<file path="src/rtl/icyc_pkg.sv">
package icyc_pkg;

    localparam int unsigned NUM_PHASES = 4;

    // Stall causes reported by the decoder for the current instruction
    typedef struct packed {
        logic table_op;
        logic pc_write;
        logic cond_true;
    } stall_req_t;

    typedef struct packed {
        logic nop;
    } extend_state_t;

endpackage

</file>
<file path="src/rtl/icyc_phase_ring.sv">
module icyc_phase_ring #(
    parameter int unsigned PHASES = icyc_pkg::NUM_PHASES
) (
    input  logic              clk,
    input  logic              rst,
    output logic [PHASES-1:0] ring_o,
    output logic              last_phase_o
);

    typedef struct packed {
        logic [PHASES-1:0] ring;
    } ring_state_t;

    ring_state_t st_d, st_q;

    always_comb begin
        st_d = st_q;
        st_d.ring = {st_q.ring[PHASES-2:0], st_q.ring[PHASES-1]};
        if (rst) begin
            st_d.ring = {{(PHASES-1){1'b0}}, 1'b1};
        end
    end

    always_ff @(posedge clk) begin
        st_q <= st_d;
    end

    assign ring_o       = st_q.ring;
    assign last_phase_o = st_q.ring[PHASES-1];

    AST_RING_ONEHOT: assert property (@(posedge clk) disable iff (rst)
        $countones(st_q.ring) == 1) else $error("phase ring not one-hot");

    AST_RING_STEP: assert property (@(posedge clk) disable iff (rst)
        st_q.ring[0] |=> st_q.ring[1]) else $error("Q1 not followed by Q2");

    AST_RING_WRAP: assert property (@(posedge clk) disable iff (rst)
        st_q.ring[PHASES-1] |=> st_q.ring[0]) else $error("Q4 not followed by Q1");

endmodule

</file>
<file path="src/rtl/icyc_extend_ctrl.sv">
module icyc_extend_ctrl (
    input  logic                   clk,
    input  logic                   rst,
    input  logic                   boundary_i,
    input  icyc_pkg::stall_req_t   req_i,
    output logic                   force_nop_o
);

    icyc_pkg::extend_state_t st_d, st_q;
    logic any_req;

    assign any_req = |req_i;

    always_comb begin
        st_d = st_q;
        if (boundary_i) begin
            // Only a normal cycle may request a stretch; a NOP slot never chains
            st_d.nop = any_req && !st_q.nop;
        end
        if (rst) begin
            st_d.nop = 1'b1;
        end
    end

    always_ff @(posedge clk) begin
        st_q <= st_d;
    end

    assign force_nop_o = st_q.nop;

    AST_STALL_EXTENDS: assert property (@(posedge clk) disable iff (rst)
        (boundary_i && !st_q.nop && any_req) |=> st_q.nop) else $error("stall lost");

    AST_PLAIN_SINGLE: assert property (@(posedge clk) disable iff (rst)
        (boundary_i && !st_q.nop && !any_req) |=> !st_q.nop) else $error("spurious NOP");

    AST_NO_CHAIN: assert property (@(posedge clk) disable iff (rst)
        (boundary_i && st_q.nop) |=> !st_q.nop) else $error("NOP chained");

    AST_BOUNDARY_ONLY: assert property (@(posedge clk) disable iff (rst)
        !boundary_i |=> $stable(st_q.nop)) else $error("NOP changed mid-cycle");

endmodule

</file>
<file path="src/rtl/icyc_sequencer.sv">
module icyc_sequencer #(
    parameter int unsigned PHASES = icyc_pkg::NUM_PHASES
) (
    input  logic              clk,
    input  logic              rst,
    input  logic              cond_true_i,
    input  logic              pc_write_i,
    input  logic              table_op_i,
    output logic [PHASES-1:0] phase_o,
    output logic              cycle_end_o,
    output logic              fetch_en_o,
    output logic              force_nop_o
);

    icyc_pkg::stall_req_t req;
    logic                 last_phase;

    always_comb begin
        req           = '0;
        req.cond_true = cond_true_i;
        req.pc_write  = pc_write_i;
        req.table_op  = table_op_i;
    end

    icyc_phase_ring #(.PHASES(PHASES)) u_ring (
        .clk          (clk),
        .rst          (rst),
        .ring_o       (phase_o),
        .last_phase_o (last_phase)
    );

    icyc_extend_ctrl u_extend (
        .clk         (clk),
        .rst         (rst),
        .boundary_i  (last_phase),
        .req_i       (req),
        .force_nop_o (force_nop_o)
    );

    assign cycle_end_o = last_phase;
    assign fetch_en_o  = last_phase;

    AST_END_THEN_Q1: assert property (@(posedge clk) disable iff (rst)
        cycle_end_o |=> (phase_o[0] && !cycle_end_o)) else $error("cycle end misplaced");

    AST_RESET_STATE: assert property (@(posedge clk)
        rst |=> (phase_o[0] && force_nop_o)) else $error("reset state wrong");

endmodule

</file>
<file path="config.mk">
export PLATFORM = sky130hd
export DESIGN_NAME = icyc_sequencer
export DESIGN_NICKNAME = d
export VERILOG_FILES = /design/src/rtl/icyc_pkg.sv /design/src/rtl/icyc_phase_ring.sv /design/src/rtl/icyc_extend_ctrl.sv /design/src/rtl/icyc_sequencer.sv
export SDC_FILE = /design/constraint.sdc
export NUM_CORES = 1
export LEC_CHECK = 0
export ABC_AREA = 0
export BUFFER_PORTS_ARGS = -buffer_cell sky130_fd_sc_hd__buf_2
export CORE_AREA = 3 3 40 42
export DETAILED_ROUTE_END_ITERATION = 6
export DIE_AREA = 0 0 43 45
export PLACE_DENSITY = 0.33
export SYNTH_ARGS = -nofsm -noshare
export SYNTH_HDL_FRONTEND = slang
export SYNTH_SLANG_ARGS = --single-unit
</file>
<file path="constraint.sdc">
create_clock -name clk -period 1.1 [get_ports clk]
set_input_delay 0.22 -clock clk [delete_from_list [all_inputs] [get_ports clk]]
set_output_delay 0.22 -clock clk [all_outputs]
set_load 0.02 [all_outputs]
</file>
==> results.sh, run 1 <==
export IMPL_grt_max_degree=7
export IMPL_crit_type="flop to output pin"
export IMPL_synth_area_um2=165.2
export IMPL_hold_end="u_ring.ring_o[3]"
export IMPL_crit_family="flip-flops"
export IMPL_critPathCaptureType="output pin"
export IMPL_syn_nets=20
export IMPL_core_region_area_um2=1285
export IMPL_clock_sinks=5
export IMPL_numCtsBuffers=3
export IMPL_routedWlPerCell_um=9.047
export IMPL_firstDrtPassIters=1
export IMPL_antenna_found_initial=0
export IMPL_final_setup_viol_count=0
export IMPL_fp_dieArea_um2=1935
export IMPL_r2r_end="u_ring.ring_o[0]"
export IMPL_gr_usage_all_layers=0.05922
export IMPL_worst_path_max_delay_cell="dfxtp_2"
export IMPL_dpl_cell_area_um2=224.0
export IMPL_leakage_nw=0.1277
export IMPL_antenna_left=0
export IMPL_synth_common_cells="5 x dfxtp_1, 3 x nor2b_1, 2 x buf_4"
export IMPL_yosys_cell_count_top_type="dfxtp_1"
export IMPL_post_synth_cell_area_avg_um2=11.01
export IMPL_critPathMaxFanout=6
export IMPL_grt_pass1_vias=157
export IMPL_max_stage_delay_ps=350
export IMPL_hold_viol_final=0
export IMPL_cp_depth=1
export IMPL_yosys_register_bits=5
export IMPL_start_util=0.1285
export IMPL_fill_cells=145
export IMPL_synth_largest_area_cell="dfxtp_1"
export IMPL_fmax_mhz=1015
export IMPL_synth_ff_type="dfxtp_1"
export IMPL_ys_types=8
export IMPL_insertion_delay_ps=240
export IMPL_synth_edf_count=0
export IMPL_synth_seq_area_share=0.6061
export IMPL_layout_drive_gt1_share=0.5714
export IMPL_postSynth_asyncResetShare=0
export IMPL_worst_path_buf_inv=1
export IMPL_worstHoldStart="rst"
export IMPL_path_clk_slew_ps=50
export IMPL_period_minus_slack_ps=985.4
export IMPL_cts_tree="yes"
export IMPL_worst_pin_slew_ps=217.5
export IMPL_cp_required_ps=880
export IMPL_h_tree_depth=1
export IMPL_syn_inst=15
export IMPL_dieHeight_um=45
export IMPL_rr_worst_depth=1
export IMPL_outcome="completed"
export IMPL_ios=12
export IMPL_overflow=0
export IMPL_cap_violations=0
export IMPL_io_buffers=11
export IMPL_drt_wl_total_um=389
export IMPL_grt_pass1_wl_um=703
export IMPL_p_per_area_nw_per_um2=1824
export IMPL_insertedDiodeCount=0
export IMPL_hold_depth=2
export IMPL_rows=13
export IMPL_ys_top_cells_by_area="dfxtp_1 61%, nor2b_1 11%, buf_4 9.1%"
export IMPL_finalSetupTns_ps=0
export IMPL_place_congestion=0.7281
export IMPL_synth_warnings=0
export IMPL_cp_arrival_ps=770
export IMPL_critical_path_cell_chain="buf_2"
export IMPL_final_area_um2=251.5
export IMPL_peakVddDrop_mv=0.7680
export IMPL_die_x_um=43
export IMPL_finalMaxSlewViolations=0
export IMPL_skew_ps=1.840
export IMPL_cts_buffer_depth=2
export IMPL_cp_start_kind="flop"
export IMPL_viasPerCell=3.535
export IMPL_hold_class="primary input to flop"
export IMPL_rsz0062_at_grt="false"
export IMPL_r2r_start="u_ring.ring_o[3]"
export IMPL_drt_initial_drc_count=0
export IMPL_drc_errors=0
export IMPL_nets=34
export IMPL_ff2ff_setup_slack_ps=360
export IMPL_cts_hold_fix_buffers=0
export IMPL_syn_to_final_growth_pct=52.27
export IMPL_post_route_period_util=0.8958
export IMPL_route_vias_total=152
export IMPL_synth_top_cell_area_share=0.6061
export IMPL_slew_headroom=0.8538
export IMPL_cts_root_buffer="clkbuf_4"
==> layout by cell type, fill, tap and decap left out <==
cell / count
clkbuf_4: 3
nand2b_1: 1
o31ai_1: 1
dfxtp_1: 4
or2_2: 1
inv_1: 1
o211ai_1: 1
buf_2: 11
clkbuf_1: 1
nor2b_1: 3
dfxtp_2: 1
==> cells by family (layout without fill, tap and decap cells) <==
group,Yosys count,count (layout),synth area share
and+or+nand+nor,5,5,0.1895
buffers and inverters,3,16,0.1136
AOI/OAI and AO/OA,2,2,0.09094
DFF,5,5,0.6061
==> registers in the layout, summed over array words and instances (netlist names) <==
register,count
u_ring.ring_o,4
u_extend.force_nop_o,1
==> area by class of cell <==
cell class / count / area (µm²) / share of cell area
timing repair buffer: 11 / 55.05 / 0.2189
tap: 15 / 18.77 / 0.07463
clock buffer: 4 / 26.28 / 0.1045
inverter: 1 / 3.754 / 0.01493
sequential: 5 / 101.3 / 0.4030
multi-input combinational: 7 / 46.29 / 0.1841
==> power breakdown <==
part / leakage [nW] / internal, mW / total, mW / switching (mW)
clock: 0.0150 / 0.138 / 0.221 / 0.0838
sequential: 0.0418 / 0.191 / 0.195 / 0.00478
combinational: 0.0709 / 0.0178 / 0.0418 / 0.0240
total: 0.128 / 0.346 / 0.459 / 0.113
==> per-layer routing <==
| metal | vias up | global-route usage | share of wire |
|---|---|---|---|
| met5 | - | 0 | 0 |
| li1 | 72 | - | - |
| met3 | 0 | 0.07968 | 0.23 |
| met2 | 16 | 0.07186 | 0.32 |
| met1 | 64 | 0.05811 | 0.45 |
| met4 | 0 | 0.01807 | 0 |
==> stage by stage <==
step / hold WS, ps / setup slack [ps] / util / power, mW / cells
2_1_floorplan: 291.6 / 215.7 / - / 0.2228 / 15
3_3_place_gp: 441.1 / 318.0 / 0.1743 / 0.2401 / 39
3_5_place_dp: 453.5 / 279.6 / 0.1743 / 0.2407 / 39
4_1_cts: 189.5 / 41.69 / 0.1947 / 0.4689 / 43
5_1_grt: 207.8 / 50.80 / 0.1957 / 0.4936 / 43
6_report: 188.7 / 114.6 / 0.1957 / 0.4588 / 43
==> worst max-delay path by stage <==
stage                startpoint                    to  slack, ps
2_1_floorplan  u_ring.ring_o[3]            fetch_en_o        220
3_3_place_gp         table_op_i  u_extend.force_nop_o        320
3_5_place_dp         table_op_i  u_extend.force_nop_o        280
4_1_cts        u_ring.ring_o[3]           cycle_end_o         40
5_1_grt        u_ring.ring_o[3]            phase_o[3]         50
6_report       u_ring.ring_o[3]           cycle_end_o        110
==> repair_timing <==
action                                  in CTS  in global routing
endpoints found under the setup margin       0                  3
setup buffers                                0                  0
hold endpoints to repair                     0                  0
gates resized for setup                      0                  1
Power figures use the tool's default switching activity.
==> inputs of run 2 (changes only) <==
--- a/config.mk
+++ b/config.mk
@@ -6,7 +6,7 @@
 export NUM_CORES = 1
 export LEC_CHECK = 0
 export ABC_AREA = 0
-export BUFFER_PORTS_ARGS = -buffer_cell sky130_fd_sc_hd__buf_2
+export BUFFER_PORTS_ARGS = -buffer_cell sky130_fd_sc_hd__buf_4
 export CORE_AREA = 3 3 40 42
 export DETAILED_ROUTE_END_ITERATION = 6
 export DIE_AREA = 0 0 43 45
==> run 2 against run 1 <==
Net effect:
- cell area is 11% higher
- sequential cell count stayed put
- final cell count stayed put
- die area stayed put
==> results.sh, run 2 (same netlist as run 1, synthesis figures left out) <==
export IMPL_outcome="completed"
export IMPL_start_util=0.1285
export IMPL_grt_pass1_vias=136
export IMPL_hold_class="primary input to flop"
export IMPL_fmax_mhz=1023
export IMPL_core_region_area_um2=1285
export IMPL_dieHeight_um=45
export IMPL_fp_dieArea_um2=1935
export IMPL_drt_initial_drc_count=1
export IMPL_cp_required_ps=880
export IMPL_cts_root_buffer="clkbuf_4"
export IMPL_io_buffers=11
export IMPL_path_clk_slew_ps=50
export IMPL_rr_worst_depth=1
export IMPL_cts_tree="yes"
export IMPL_cap_violations=0
export IMPL_firstDrtPassIters=2
export IMPL_power_uw=464.6
export IMPL_r2r_start="u_ring.ring_o[3]"
export IMPL_slew_headroom=0.8542
export IMPL_cp_start_kind="flop"
export IMPL_multi_input_area_um2=46.29
export IMPL_p_per_area_nw_per_um2=1665
export IMPL_cts_buffer_depth=2
export IMPL_ios=12
export IMPL_max_stage_delay_ps=360
export IMPL_antenna_found_initial=0
export IMPL_insertedDiodeCount=0
export IMPL_largest_reg_flops=4
export IMPL_rsz0062_at_grt="false"
export IMPL_leakage_nw=0.1344
export IMPL_cts_hold_fix_buffers=0
export IMPL_hold_depth=2
export IMPL_die_x_um=43
export IMPL_grt_max_degree=7
export IMPL_post_route_period_util=0.8888
export IMPL_worst_path_max_delay_cell="dfxtp_2"
export IMPL_antenna_left=0
export IMPL_insertion_delay_ps=240
export IMPL_rows=13
export IMPL_final_cells=43
export IMPL_dpl_cell_count=39
export IMPL_routedWlPerCell_um=9.465
export IMPL_critPathCaptureType="output pin"
export IMPL_drc_errors=0
export IMPL_syn_to_final_growth_pct=68.94
export IMPL_worstHoldStart="rst"
export IMPL_seq_area_um2=101.3
export IMPL_finalMaxSlewViolations=0
export IMPL_critical_path_cell_chain="buf_4"
export IMPL_crit_type="flop to output pin"
export IMPL_route_vias_total=148
export IMPL_critPathMaxFanout=6
export IMPL_skew_ps=1.702
export IMPL_worst_pin_slew_ps=216.8
export IMPL_place_congestion=0.6471
export IMPL_fill_cells=144
export IMPL_gr_usage_all_layers=0.05000
export IMPL_clock_sinks=5
export IMPL_viasPerCell=3.442
export IMPL_cp_depth=1
export IMPL_overflow=0
export IMPL_ff2ff_setup_slack_ps=360
export IMPL_period_minus_slack_ps=977.6
export IMPL_drt_wl_total_um=407
export IMPL_grt_pass1_wl_um=621
export IMPL_h_tree_depth=1
export IMPL_final_cell_mix="11 x buf_4, 4 x dfxtp_1, 3 x nor2b_1, 3 x clkbuf_4"
export IMPL_final_setup_viol_count=0
export IMPL_worst_path_buf_inv=1
export IMPL_finalSetupTns_ps=0
export IMPL_numCtsBuffers=3
export IMPL_crit_family="flip-flops"
export IMPL_hold_viol_final=0
export IMPL_fin_util=0.2171
export IMPL_final_common_cell="buf_4"
export IMPL_cp_arrival_ps=760
export IMPL_r2r_end="u_ring.ring_o[0]"
export IMPL_layout_drive_gt1_share=0.5714
export IMPL_peakVddDrop_mv=0.3703
export IMPL_hold_end="u_ring.ring_o[3]"
export IMPL_nets=34
run 2: report_power, final:
group / total [mW] / switching [mW] / internal, mW
combinational: 0.0518 / 0.0243 / 0.0276
sequential: 0.196 / 0.00558 / 0.191
clock: 0.216 / 0.0790 / 0.137
total: 0.465 / 0.109 / 0.356
run 2: worst max path at each step:
| stage | slack (ps) | from | endpoint |
|---|---|---|---|
| 4_1_cts | 30 | u_ring.ring_o[3] | fetch_en_o |
| 3_5_place_dp | 290 | table_op_i | u_extend.force_nop_o |
| 6_report | 120 | u_ring.ring_o[3] | fetch_en_o |
| 2_1_floorplan | 220 | u_ring.ring_o[3] | fetch_en_o |
| 3_3_place_gp | 320 | u_ring.ring_o[3] | fetch_en_o |
| 5_1_grt | 80 | u_ring.ring_o[3] | fetch_en_o |
run 2: final cells by class:
type	count	area share
tap	15	0.06726
sequential	5	0.3632
timing repair buffer	11	0.2960
multi-input combinational	7	0.1659
clock buffer	4	0.09417
inverter	1	0.01345
run 2: per-stage QoR:
step           hold WS [ps]  area [µm²]  setup WS [ps]
2_1_floorplan         291.6       165.2          215.7
6_report              165.8       279.0          122.4
3_3_place_gp          423.4       251.5          323.7
3_5_place_dp          422.0       251.5          289.7
4_1_cts               162.5       277.8          34.82
5_1_grt               170.3       279.0          79.38
run 2: per-layer routing:
layer	vias to the layer above	global-route usage	wire length, µm
met5	-	0	0
met4	0	0.05422	0
met3	0	0.03984	79
met2	12	0.04790	137
met1	64	0.06039	190
li1	72	-	-
run 2: what timing repair did:
action,CTS,global route
resized for setup,0,1
endpoints found under the setup margin,0,2
setup buffers,0,0
